===== src/rtl/rdot_pkg.sv =====
package rdot_pkg;

    // Width of an index that counts 0..n-1 (at least one bit).
    function automatic int idx_w(input int n);
        return (n > 1) ? $clog2(n) : 1;
    endfunction

    // Result width: one full product plus growth for COLS terms.
    function automatic int acc_w(input int dw, input int cols);
        return 2 * dw + idx_w(cols);
    endfunction

    // Marker that travels beside each accepted beat through the adder loop.
    typedef struct packed {
        logic row_end;
        logic last_row;
    } beat_tag_t;

    // Accumulation loop state as seen by the input side.
    typedef enum logic [0:0] {
        LOOP_FREE = 1'b0,
        LOOP_BUSY = 1'b1
    } loop_state_e;

endpackage


===== src/rtl/rdot_ctrl.sv =====
module rdot_ctrl #(
    parameter int LANES = 4,
    parameter int COLS  = 16,
    parameter int ROWS  = 4,
    parameter int LAT   = 3,
    localparam int BEATS  = COLS / LANES,
    localparam int BEAT_W = rdot_pkg::idx_w(BEATS)
) (
    input  logic              clk,
    input  logic              rst,
    input  logic              mat_valid,
    output logic              mat_ready,
    output logic              accept,
    output logic [BEAT_W-1:0] beat_idx,
    output logic              row_first,
    output logic [LAT-1:0]    stg_vld,
    output logic              fin,
    output logic              fin_last
);
    import rdot_pkg::*;

    localparam int ROW_W = idx_w(ROWS);
    localparam int GAP_W = idx_w(LAT);

    logic [GAP_W-1:0]  gap_q;
    logic [BEAT_W-1:0] beat_q;
    logic [ROW_W-1:0]  row_q;
    loop_state_e       state;
    beat_tag_t         tag_in;
    beat_tag_t         tag_q [LAT];
    logic [LAT-1:0]    vld_q;

    assign state     = (gap_q == '0) ? LOOP_FREE : LOOP_BUSY;
    assign mat_ready = (state == LOOP_FREE);
    assign accept    = mat_valid && mat_ready;
    assign beat_idx  = beat_q;
    assign row_first = (beat_q == '0);

    always_comb begin
        tag_in.row_end  = (beat_q == BEAT_W'(BEATS - 1));
        tag_in.last_row = (row_q == ROW_W'(ROWS - 1));
    end

    // Gap counter: the loop needs LAT cycles before it can take the next beat.
    always_ff @(posedge clk) begin
        if (rst) begin
            gap_q <= '0;
        end else if (accept) begin
            gap_q <= GAP_W'(LAT - 1);
        end else if (gap_q != '0) begin
            gap_q <= gap_q - 1'b1;
        end
    end

    // Position inside the matrix.
    always_ff @(posedge clk) begin
        if (rst) begin
            beat_q <= '0;
            row_q  <= '0;
        end else if (accept) begin
            if (tag_in.row_end) begin
                beat_q <= '0;
                row_q  <= tag_in.last_row ? '0 : row_q + 1'b1;
            end else begin
                beat_q <= beat_q + 1'b1;
            end
        end
    end

    // Token and tag pipeline that runs beside the lane adders.
    always_ff @(posedge clk) begin
        if (rst) begin
            vld_q <= '0;
            for (int k = 0; k < LAT; k++) begin
                tag_q[k] <= '0;
            end
        end else begin
            vld_q[0] <= accept;
            if (accept) begin
                tag_q[0] <= tag_in;
            end
            for (int k = 1; k < LAT; k++) begin
                vld_q[k] <= vld_q[k-1];
                if (vld_q[k-1]) begin
                    tag_q[k] <= tag_q[k-1];
                end
            end
        end
    end

    assign stg_vld  = vld_q;
    assign fin      = vld_q[LAT-1] && tag_q[LAT-1].row_end;
    assign fin_last = tag_q[LAT-1].last_row;

endmodule


===== src/rtl/rdot_vecbuf.sv =====
module rdot_vecbuf #(
    parameter int DATA_W = 8,
    parameter int LANES  = 4,
    parameter int COLS   = 16,
    localparam int VA_W   = rdot_pkg::idx_w(COLS),
    localparam int BEAT_W = rdot_pkg::idx_w(COLS / LANES)
) (
    input  logic                         clk,
    input  logic                         we,
    input  logic [VA_W-1:0]              waddr,
    input  logic [DATA_W-1:0]            wdata,
    input  logic [BEAT_W-1:0]            beat_idx,
    output logic [LANES-1:0][DATA_W-1:0] rd
);
    logic [DATA_W-1:0] mem_q [COLS];

    always_ff @(posedge clk) begin
        if (we && (int'(waddr) < COLS)) begin
            mem_q[waddr] <= wdata;
        end
    end

    // Lane l of beat b reads entry b*LANES + l.
    always_comb begin
        for (int l = 0; l < LANES; l++) begin
            rd[l] = mem_q[VA_W'(int'(beat_idx) * LANES + l)];
        end
    end

endmodule


===== src/rtl/rdot_lane.sv =====
module rdot_lane #(
    parameter int DATA_W = 8,
    parameter int ACC_W  = 20,
    parameter int LAT    = 3
) (
    input  logic              clk,
    input  logic              rst,
    input  logic              accept,
    input  logic              row_first,
    input  logic [LAT-1:0]    stg_vld,
    input  logic [DATA_W-1:0] a_i,
    input  logic [DATA_W-1:0] v_i,
    output logic [ACC_W-1:0]  sum_o
);
    localparam int PW = 2 * DATA_W;

    logic signed [PW-1:0] prod;
    logic [ACC_W-1:0]     prod_ext;
    logic [ACC_W-1:0]     base;
    logic [ACC_W-1:0]     stg_q [LAT];

    assign prod     = $signed(a_i) * $signed(v_i);
    assign prod_ext = {{(ACC_W - PW){prod[PW-1]}}, prod};
    // The running sum is whatever has left the adder pipeline last.
    assign base     = row_first ? '0 : stg_q[LAT-1];

    always_ff @(posedge clk) begin
        if (rst) begin
            for (int k = 0; k < LAT; k++) begin
                stg_q[k] <= '0;
            end
        end else begin
            if (accept) begin
                stg_q[0] <= base + prod_ext;
            end
            for (int k = 1; k < LAT; k++) begin
                if (stg_vld[k-1]) begin
                    stg_q[k] <= stg_q[k-1];
                end
            end
        end
    end

    assign sum_o = stg_q[LAT-1];

endmodule


===== src/rtl/rdot_reduce.sv =====
module rdot_reduce #(
    parameter int LANES = 4,
    parameter int ACC_W = 20
) (
    input  logic                        clk,
    input  logic                        rst,
    input  logic                        fin,
    input  logic                        fin_last,
    input  logic [LANES-1:0][ACC_W-1:0] lane_sum,
    output logic                        res_valid,
    output logic [ACC_W-1:0]            res_data,
    output logic                        res_last
);
    logic [ACC_W-1:0] total;

    always_comb begin
        total = '0;
        for (int l = 0; l < LANES; l++) begin
            total = total + lane_sum[l];
        end
    end

    always_ff @(posedge clk) begin
        if (rst) begin
            res_valid <= 1'b0;
            res_last  <= 1'b0;
            res_data  <= '0;
        end else begin
            res_valid <= fin;
            res_last  <= fin && fin_last;
            if (fin) begin
                res_data <= total;
            end
        end
    end

endmodule


===== src/rtl/rdot_engine.sv =====
module rdot_engine #(
    parameter int DATA_W = 8,
    parameter int LANES  = 4,
    parameter int COLS   = 16,
    parameter int ROWS   = 4,
    parameter int LAT    = 3,
    localparam int ACC_W = rdot_pkg::acc_w(DATA_W, COLS),
    localparam int VA_W  = rdot_pkg::idx_w(COLS)
) (
    input  logic                    clk,
    input  logic                    rst,
    input  logic                    vec_we,
    input  logic [VA_W-1:0]         vec_addr,
    input  logic [DATA_W-1:0]       vec_data,
    input  logic                    mat_valid,
    output logic                    mat_ready,
    input  logic [LANES*DATA_W-1:0] mat_data,
    output logic                    res_valid,
    output logic [ACC_W-1:0]        res_data,
    output logic                    res_last
);
    localparam int BEAT_W = rdot_pkg::idx_w(COLS / LANES);

    logic                         accept;
    logic [BEAT_W-1:0]            beat_idx;
    logic                         row_first;
    logic [LAT-1:0]               stg_vld;
    logic                         fin;
    logic                         fin_last;
    logic [LANES-1:0][DATA_W-1:0] mat_lanes;
    logic [LANES-1:0][DATA_W-1:0] vec_lanes;
    logic [LANES-1:0][ACC_W-1:0]  lane_sum;

    assign mat_lanes = mat_data;

    rdot_ctrl #(
        .LANES(LANES), .COLS(COLS), .ROWS(ROWS), .LAT(LAT)
    ) ctrl_i (
        .clk      (clk),
        .rst      (rst),
        .mat_valid(mat_valid),
        .mat_ready(mat_ready),
        .accept   (accept),
        .beat_idx (beat_idx),
        .row_first(row_first),
        .stg_vld  (stg_vld),
        .fin      (fin),
        .fin_last (fin_last)
    );

    rdot_vecbuf #(
        .DATA_W(DATA_W), .LANES(LANES), .COLS(COLS)
    ) vbuf_i (
        .clk     (clk),
        .we      (vec_we),
        .waddr   (vec_addr),
        .wdata   (vec_data),
        .beat_idx(beat_idx),
        .rd      (vec_lanes)
    );

    for (genvar l = 0; l < LANES; l++) begin : g_lane
        rdot_lane #(
            .DATA_W(DATA_W), .ACC_W(ACC_W), .LAT(LAT)
        ) lane_i (
            .clk      (clk),
            .rst      (rst),
            .accept   (accept),
            .row_first(row_first),
            .stg_vld  (stg_vld),
            .a_i      (mat_lanes[l]),
            .v_i      (vec_lanes[l]),
            .sum_o    (lane_sum[l])
        );
    end

    rdot_reduce #(
        .LANES(LANES), .ACC_W(ACC_W)
    ) red_i (
        .clk      (clk),
        .rst      (rst),
        .fin      (fin),
        .fin_last (fin_last),
        .lane_sum (lane_sum),
        .res_valid(res_valid),
        .res_data (res_data),
        .res_last (res_last)
    );

endmodule


===== config.mk =====
export PLATFORM = sky130hd
export DESIGN_NAME = rdot_engine
export DESIGN_NICKNAME = d
export VERILOG_FILES = /design/src/rtl/rdot_pkg.sv /design/src/rtl/rdot_ctrl.sv /design/src/rtl/rdot_vecbuf.sv /design/src/rtl/rdot_lane.sv /design/src/rtl/rdot_reduce.sv /design/src/rtl/rdot_engine.sv
export SDC_FILE = /design/constraint.sdc
export NUM_CORES = 1
export LEC_CHECK = 0
export ABC_AREA = 1
export BUFFER_PORTS_ARGS = -buffer_cell sky130_fd_sc_hd__buf_2
export CAP_MARGIN = 30
export CORE_UTILIZATION = 45
export DETAILED_ROUTE_END_ITERATION = 8
export GPL_TIMING_DRIVEN = 0
export PLACE_DENSITY = 0.68
export SYNTH_ARGS = -nofsm -noshare
export SYNTH_HDL_FRONTEND = slang
export SYNTH_SLANG_ARGS = --single-unit

===== constraint.sdc =====
create_clock -name clk -period 6.7 [get_ports clk]
set_input_delay 0.67 -clock clk [delete_from_list [all_inputs] [get_ports clk]]
set_output_delay 0.67 -clock clk [all_outputs]
set_load 0.01 [all_outputs]

==> flow_summary.ini, run 1 <==
[synthesis]
synth-xor-area-share_pct = 2.35
synthAdderAreaFrac_pct = 25.5
synth-simple-area-share_pct = 16.4
yosys-top-cells-area = edfxtp_1 36%, fa_1 17%, inv_1 9.4%
synth_cell_type_count = 44
syn_area_per_cell_um2 = 8.93
syn_area_mm2 = 0.0312
syn-num-nets = 4024
yosys_warnings = 0
synth_top_family_by_area = adder cells
synthCells = 3496
seq_area_frac_synth_pct = 38.1
yosys.area.top_type = edfxtp_1
synth-seq-cells = 407
synth_compound_area_share_pct = 7.25
synth_mux_area_share_pct = 0
synth.top_cell.area_share_pct = 36.0

[worst_setup_path]
cp_max_fo = 10
path_common_cell = nand2_1
cp-start-kind = flip-flop
endpoint_kind = flip-flop
r2r_start = ctrl_i.beat_idx[1]
slowest_delay_ns = 0.55
cp_slowest_cell = fa_1
cp_data_required_time_ns = 7.05
crit_type = flip-flop to flip-flop
arrival_ns = 6.66
startpoint = ctrl_i.beat_idx[1]

[grt]
grt_use_total_pct = 21.8
overflow = 0
antenna_found_initial = 0
grt_pass1_wl_um = 120000
grt_max_degree = 59
first_global_vias = 23000

[route]
vias = 23000
routedWlPerCell_um = 16.2
ant_nets = 0
routed_wl_um = 74700
drc = 0
drt-vias-per-instance = 4.99
dr.pass1.iters = 6
drt_iter0_drc = 1857

[timing]
maxSlewHeadroom_pct = 35.1
setup_viol = 0
setup_tns_ns = 0
whs_ns = 0.401
fin_ws_ns = 0.383
rsz0062_at_grt = yes
worstMarginPinSlew_ns = 0.970
fin_crit_ns = 6.32
fin_skew_ns = 0.0242
period_share_pct = 94.3
fmax_mhz = 158
drv_slew = 0
hold_viol = 0

[clock_tree]
cts_sinks = 407
clock_path_buffers = 3
htree_levels = 2
cts_tree = built
path_clk_slew_ns = 0.06
clockRootBuffer = clkbuf_16
cts_made_buffers = 47
clkLatencyLatePin_ns = 0.60

[placed_design]
hpwl_um = 58600
dpl_worst_slack_ns = -0.696
place_congestion = 0.903
place_area_mm2 = 0.0328
numPortBuffers = 69

[die]
dieArea_mm2 = 0.0704
die_y_um = 265
rows = 96
core_mm2 = 0.0686
start_util_pct = 45.5
io_pins = 71
die_w_um = 265

[worst_hold_path]
holdCritStartpoint = rst
hp-class = input port to flip-flop

[run_status]
status = complete, no violations

[cells_and_area]
synthToLayoutAreaGrowth_pct = 11.6
drive_gt1_share_pct = 9.19
fin_area_mm2 = 0.0348
final_common_cell = inv_1
nFillCells = 6380
fin_nets = 4161
mostFrequentLayoutCells = 781 x inv_1, 585 x nor2_1, 460 x nand2_1

[job]
drv_cap = 0
-- through the flow --
step,utilization [%],std cells
floorplan,-,3496
global placement,47.7,4496
detailed placement,47.9,4499
CTS,50.2,4583
global route,50.8,4600
finish,50.8,4601
-- Yosys cell counts, drive strengths merged --
library cell	count
a211oi	1
a21boi	3
a21o	6
a21oi	212
a31oi	9
a32o	8
and2	1
buf	28
clkbuf	32
clkinv	2
dfxtp	33
edfxtp	374
fa	262
ha	218
inv	797
nand2	503
nand3	151
nand4	5
nor2	598
nor3	10
nor3b	1
o2111ai	2
o211a	5
o211ai	13
o21a	13
o21ai	118
o21bai	10
o221a	1
o221ai	1
o31ai	2
xnor2	38
xor2	39
-- sequential cells by signal (all words and copies together), names as in the netlist, named ones only --
signal and flops:
ctrl_i.beat_idx 2, g_lane.lane_i.stg_q 240, ctrl_i.row_q 2, red_i.res_valid 1, vbuf_i.mem_q 128, red_i.res_last 1
red_i.res_data 20, ctrl_i.tag_q 6, ctrl_i.gap_q 2, ctrl_i.stg_vld 3
-- final timing paths --
check | endpoint | slack, ns | cells after the start
setup / recovery | g_lane[1].lane_i.stg_q[0][19] | 0.38 | 34
hold / removal | ctrl_i.stg_vld[2] | 0.40 | 2
setup reg to reg | g_lane[1].lane_i.stg_q[0][19] | 0.38 | 34
hold reg to reg | ctrl_i.row_q[1] | 0.45 | 2
-- critical path, delay by kind of cell, from the launching register on --
family | cells | cell delay (ns)
buf+inv | 8 | 0.84
xor+xnor | 1 | 0.08
fa+ha+maj | 6 | 2.61
flops | 1 | 0.38
simple gates | 15 | 1.63
compound gates | 4 | 0.55
-- cell families (layout without fill, tap and decap cells) --
kind of cell | after synthesis | after routing
DFF | 407 | 407
AOI/OAI and AO/OA | 404 | 404
and+or+nand+nor | 1269 | 1269
other | 0 | 1
xor gates and xnor gates | 77 | 77
adders and majority gates | 480 | 480
buffers and inverters | 859 | 1032
-- metal layers --
layer / GRT usage, % / part of all wire [%] / wire length, um
met5: 0 / 0 / 0
met4: 5.76 / 2.4 / 1820
met2: 37.7 / 48 / 36200
met1: 28.9 / 44 / 32600
met3: 2.64 / 5.5 / 4140
-- what timing repair did --
item	4_1_cts	5_1_grt
pin swaps	0	17
hold buffers	0	0
endpoints found under the setup margin	30	28
setup buffers	0	16
gates resized for setup	37	92
-- area by class of cell --
cell class	count	area [um^2]	area share, %
diodes	1	2.50	0.00718
clock inverters	30	334	0.959
repair buffers	89	556	1.59
clock buffers	55	1220	3.49
plain buffers	59	307	0.880
inverters	799	3000	8.62
multi-input cells	2230	16400	46.9
well taps	931	1160	3.34
flip-flops and latches	407	11900	34.2
Power of run 1 is not shown: default switching activity piles up to over one toggle a cycle in this logic, so the estimate is an artifact.
==> run 2: changes to the inputs <==
Settings changed: CORE_UTILIZATION 45 to 43, PLACE_DENSITY 0.68 to 0.65.
==> run 2 against run 1 <==
Compared with the run above:
- clock skew down 0.0050 ns
- critical path depth up 1
- global-route usage down 1.1 points
- design area rose by 0.12%
- largest cell class unchanged
- highest routed layer unchanged
==> flow_summary.ini, run 2 (synthesized netlist as in run 1, its figures left out) <==
[worst_setup_path]
endpoint_kind = flip-flop
cp-start-kind = flip-flop
startpoint = ctrl_i.beat_idx[0]
cp_max_fo = 10
crit_type = flip-flop to flip-flop
rr_worst_depth = 35
cp_slowest_cell = fa_1
cp_data_required_time_ns = 7.05
path_common_cell = nand2_1
arrival_ns = 6.73
slowest_delay_ns = 0.52
r2r_start = ctrl_i.beat_idx[0]

[route]
drt_iter0_drc = 1732
ant_nets = 0
drt-vias-per-instance = 4.96
dr.pass1.iters = 5
routed_wl_um = 75200
routedWlPerCell_um = 16.3
drc = 0
vias = 22900

[die]
core_mm2 = 0.0716
die_y_um = 271
dieArea_mm2 = 0.0737
rows = 98
die_w_um = 271
start_util_pct = 43.6
io_pins = 71

[clock_tree]
htree_levels = 2
cts_made_buffers = 46
clockRootBuffer = clkbuf_16
cts_tree = built
clock_path_buffers = 3
path_clk_slew_ns = 0.06
clkLatencyLatePin_ns = 0.60
cts_sinks = 407

[timing]
rsz0062_at_grt = yes
setup_viol = 0
maxSlewHeadroom_pct = 35.4
fmax_mhz = 157
fin_skew_ns = 0.0193
drv_slew = 0
fin_crit_ns = 6.39
period_share_pct = 95.3
setup_tns_ns = 0
worstMarginPinSlew_ns = 0.966
whs_ns = 0.429
hold_viol = 0
fin_ws_ns = 0.314

[grt]
antenna_found_initial = 0
first_global_vias = 22500
grt_pass1_wl_um = 119000
grt_use_total_pct = 20.6
grt_max_degree = 59
overflow = 0

[cells_and_area]
drive_gt1_share_pct = 9.15
nFillCells = 6780
synthToLayoutAreaGrowth_pct = 11.7
ff_latch_area_mm2 = 0.0119
n_antenna_cell = 0
largest-register = g_lane.lane_i.stg_q
final_common_cell = inv_1
largest_register_ffs = 240
top_regs = g_lane.lane_i.stg_q x240, vbuf_i.mem_q x128, red_i.res_data x20
post-route-util_pct = 48.7
fin_nets = 4162
multi_input_area_mm2 = 0.0164
mostFrequentLayoutCells = 781 x inv_1, 585 x nor2_1, 459 x nand2_1

[placed_design]
numPortBuffers = 69
dpl_worst_slack_ns = -0.723
place_congestion = 0.929
hpwl_um = 58700

[worst_hold_path]
min_path_cells = 2
hp-class = input port to flip-flop
holdCritStartpoint = rst

[run_status]
status = complete, no violations

[job]
drv_cap = 0
run 2: cell types whose count changed in the layout (fill, tap and decap cells not counted), sizes merged:
cell	change
buf	+2
bufinv	-1
clkbuf	-5
clkinv	+7
clkinvlp	-2
diode	-1
inv	+2
run 2: area by class of cell:
class | count | share of cell area, %
buffer | 59 | 0.872
clock buffer | 50 | 3.34
clock inverter | 36 | 1.11
inverter | 799 | 8.63
multi-input combinational | 2230 | 46.9
sequential | 407 | 34.1
tap | 950 | 3.41
timing repair buffer | 91 | 1.64
run 2: critical path, delay by kind of cell (launching register included):
| kind | cells | cell delay, ns |
|---|---|---|
| xor gates and xnor gates | 1 | 0.13 |
| DFF | 1 | 0.41 |
| AOI/OAI and AO/OA | 4 | 0.44 |
| buffers and inverters | 8 | 0.81 |
| adders and majority gates | 6 | 2.67 |
| and+or+nand+nor | 16 | 1.66 |
run 2: final timing paths:
| path | end | slack (ns) |
|---|---|---|
| max | g_lane[1].lane_i.stg_q[0][19] | 0.31 |
| min | ctrl_i.stg_vld[1] | 0.43 |
| max reg2reg | g_lane[1].lane_i.stg_q[0][19] | 0.31 |
| min reg2reg | ctrl_i.row_q[1] | 0.46 |
run 2: timing repair:
action / CTS / global route
gates resized for setup: 36 / 95
endpoints found under the hold margin: 0 / 0
pin swaps: 0 / 19
setup buffers: 0 / 19
setup endpoints to repair: 30 / 29
hold buffers: 0 / 0
run 2: layer usage:
metal / share of wire (%) / vias up / GRT usage, %
met4: 2.3 / 0 / 5.25
li1: - / 11200 / -
met1: 44 / 11000 / 27.7
met2: 48 / 579 / 35.7
met3: 5.2 / 90 / 2.18
met5: 0 / - / 0
run 2: per-stage QoR:
step | cells | area (um^2)
final | 4622 | 34900
after detailed placement | 4518 | 32900
after floorplan | 3496 | 31200
after CTS | 4603 | 34500
after global placement | 4515 | 32800
after global routing | 4622 | 34900
Power of run 2 is left out for the same reason.
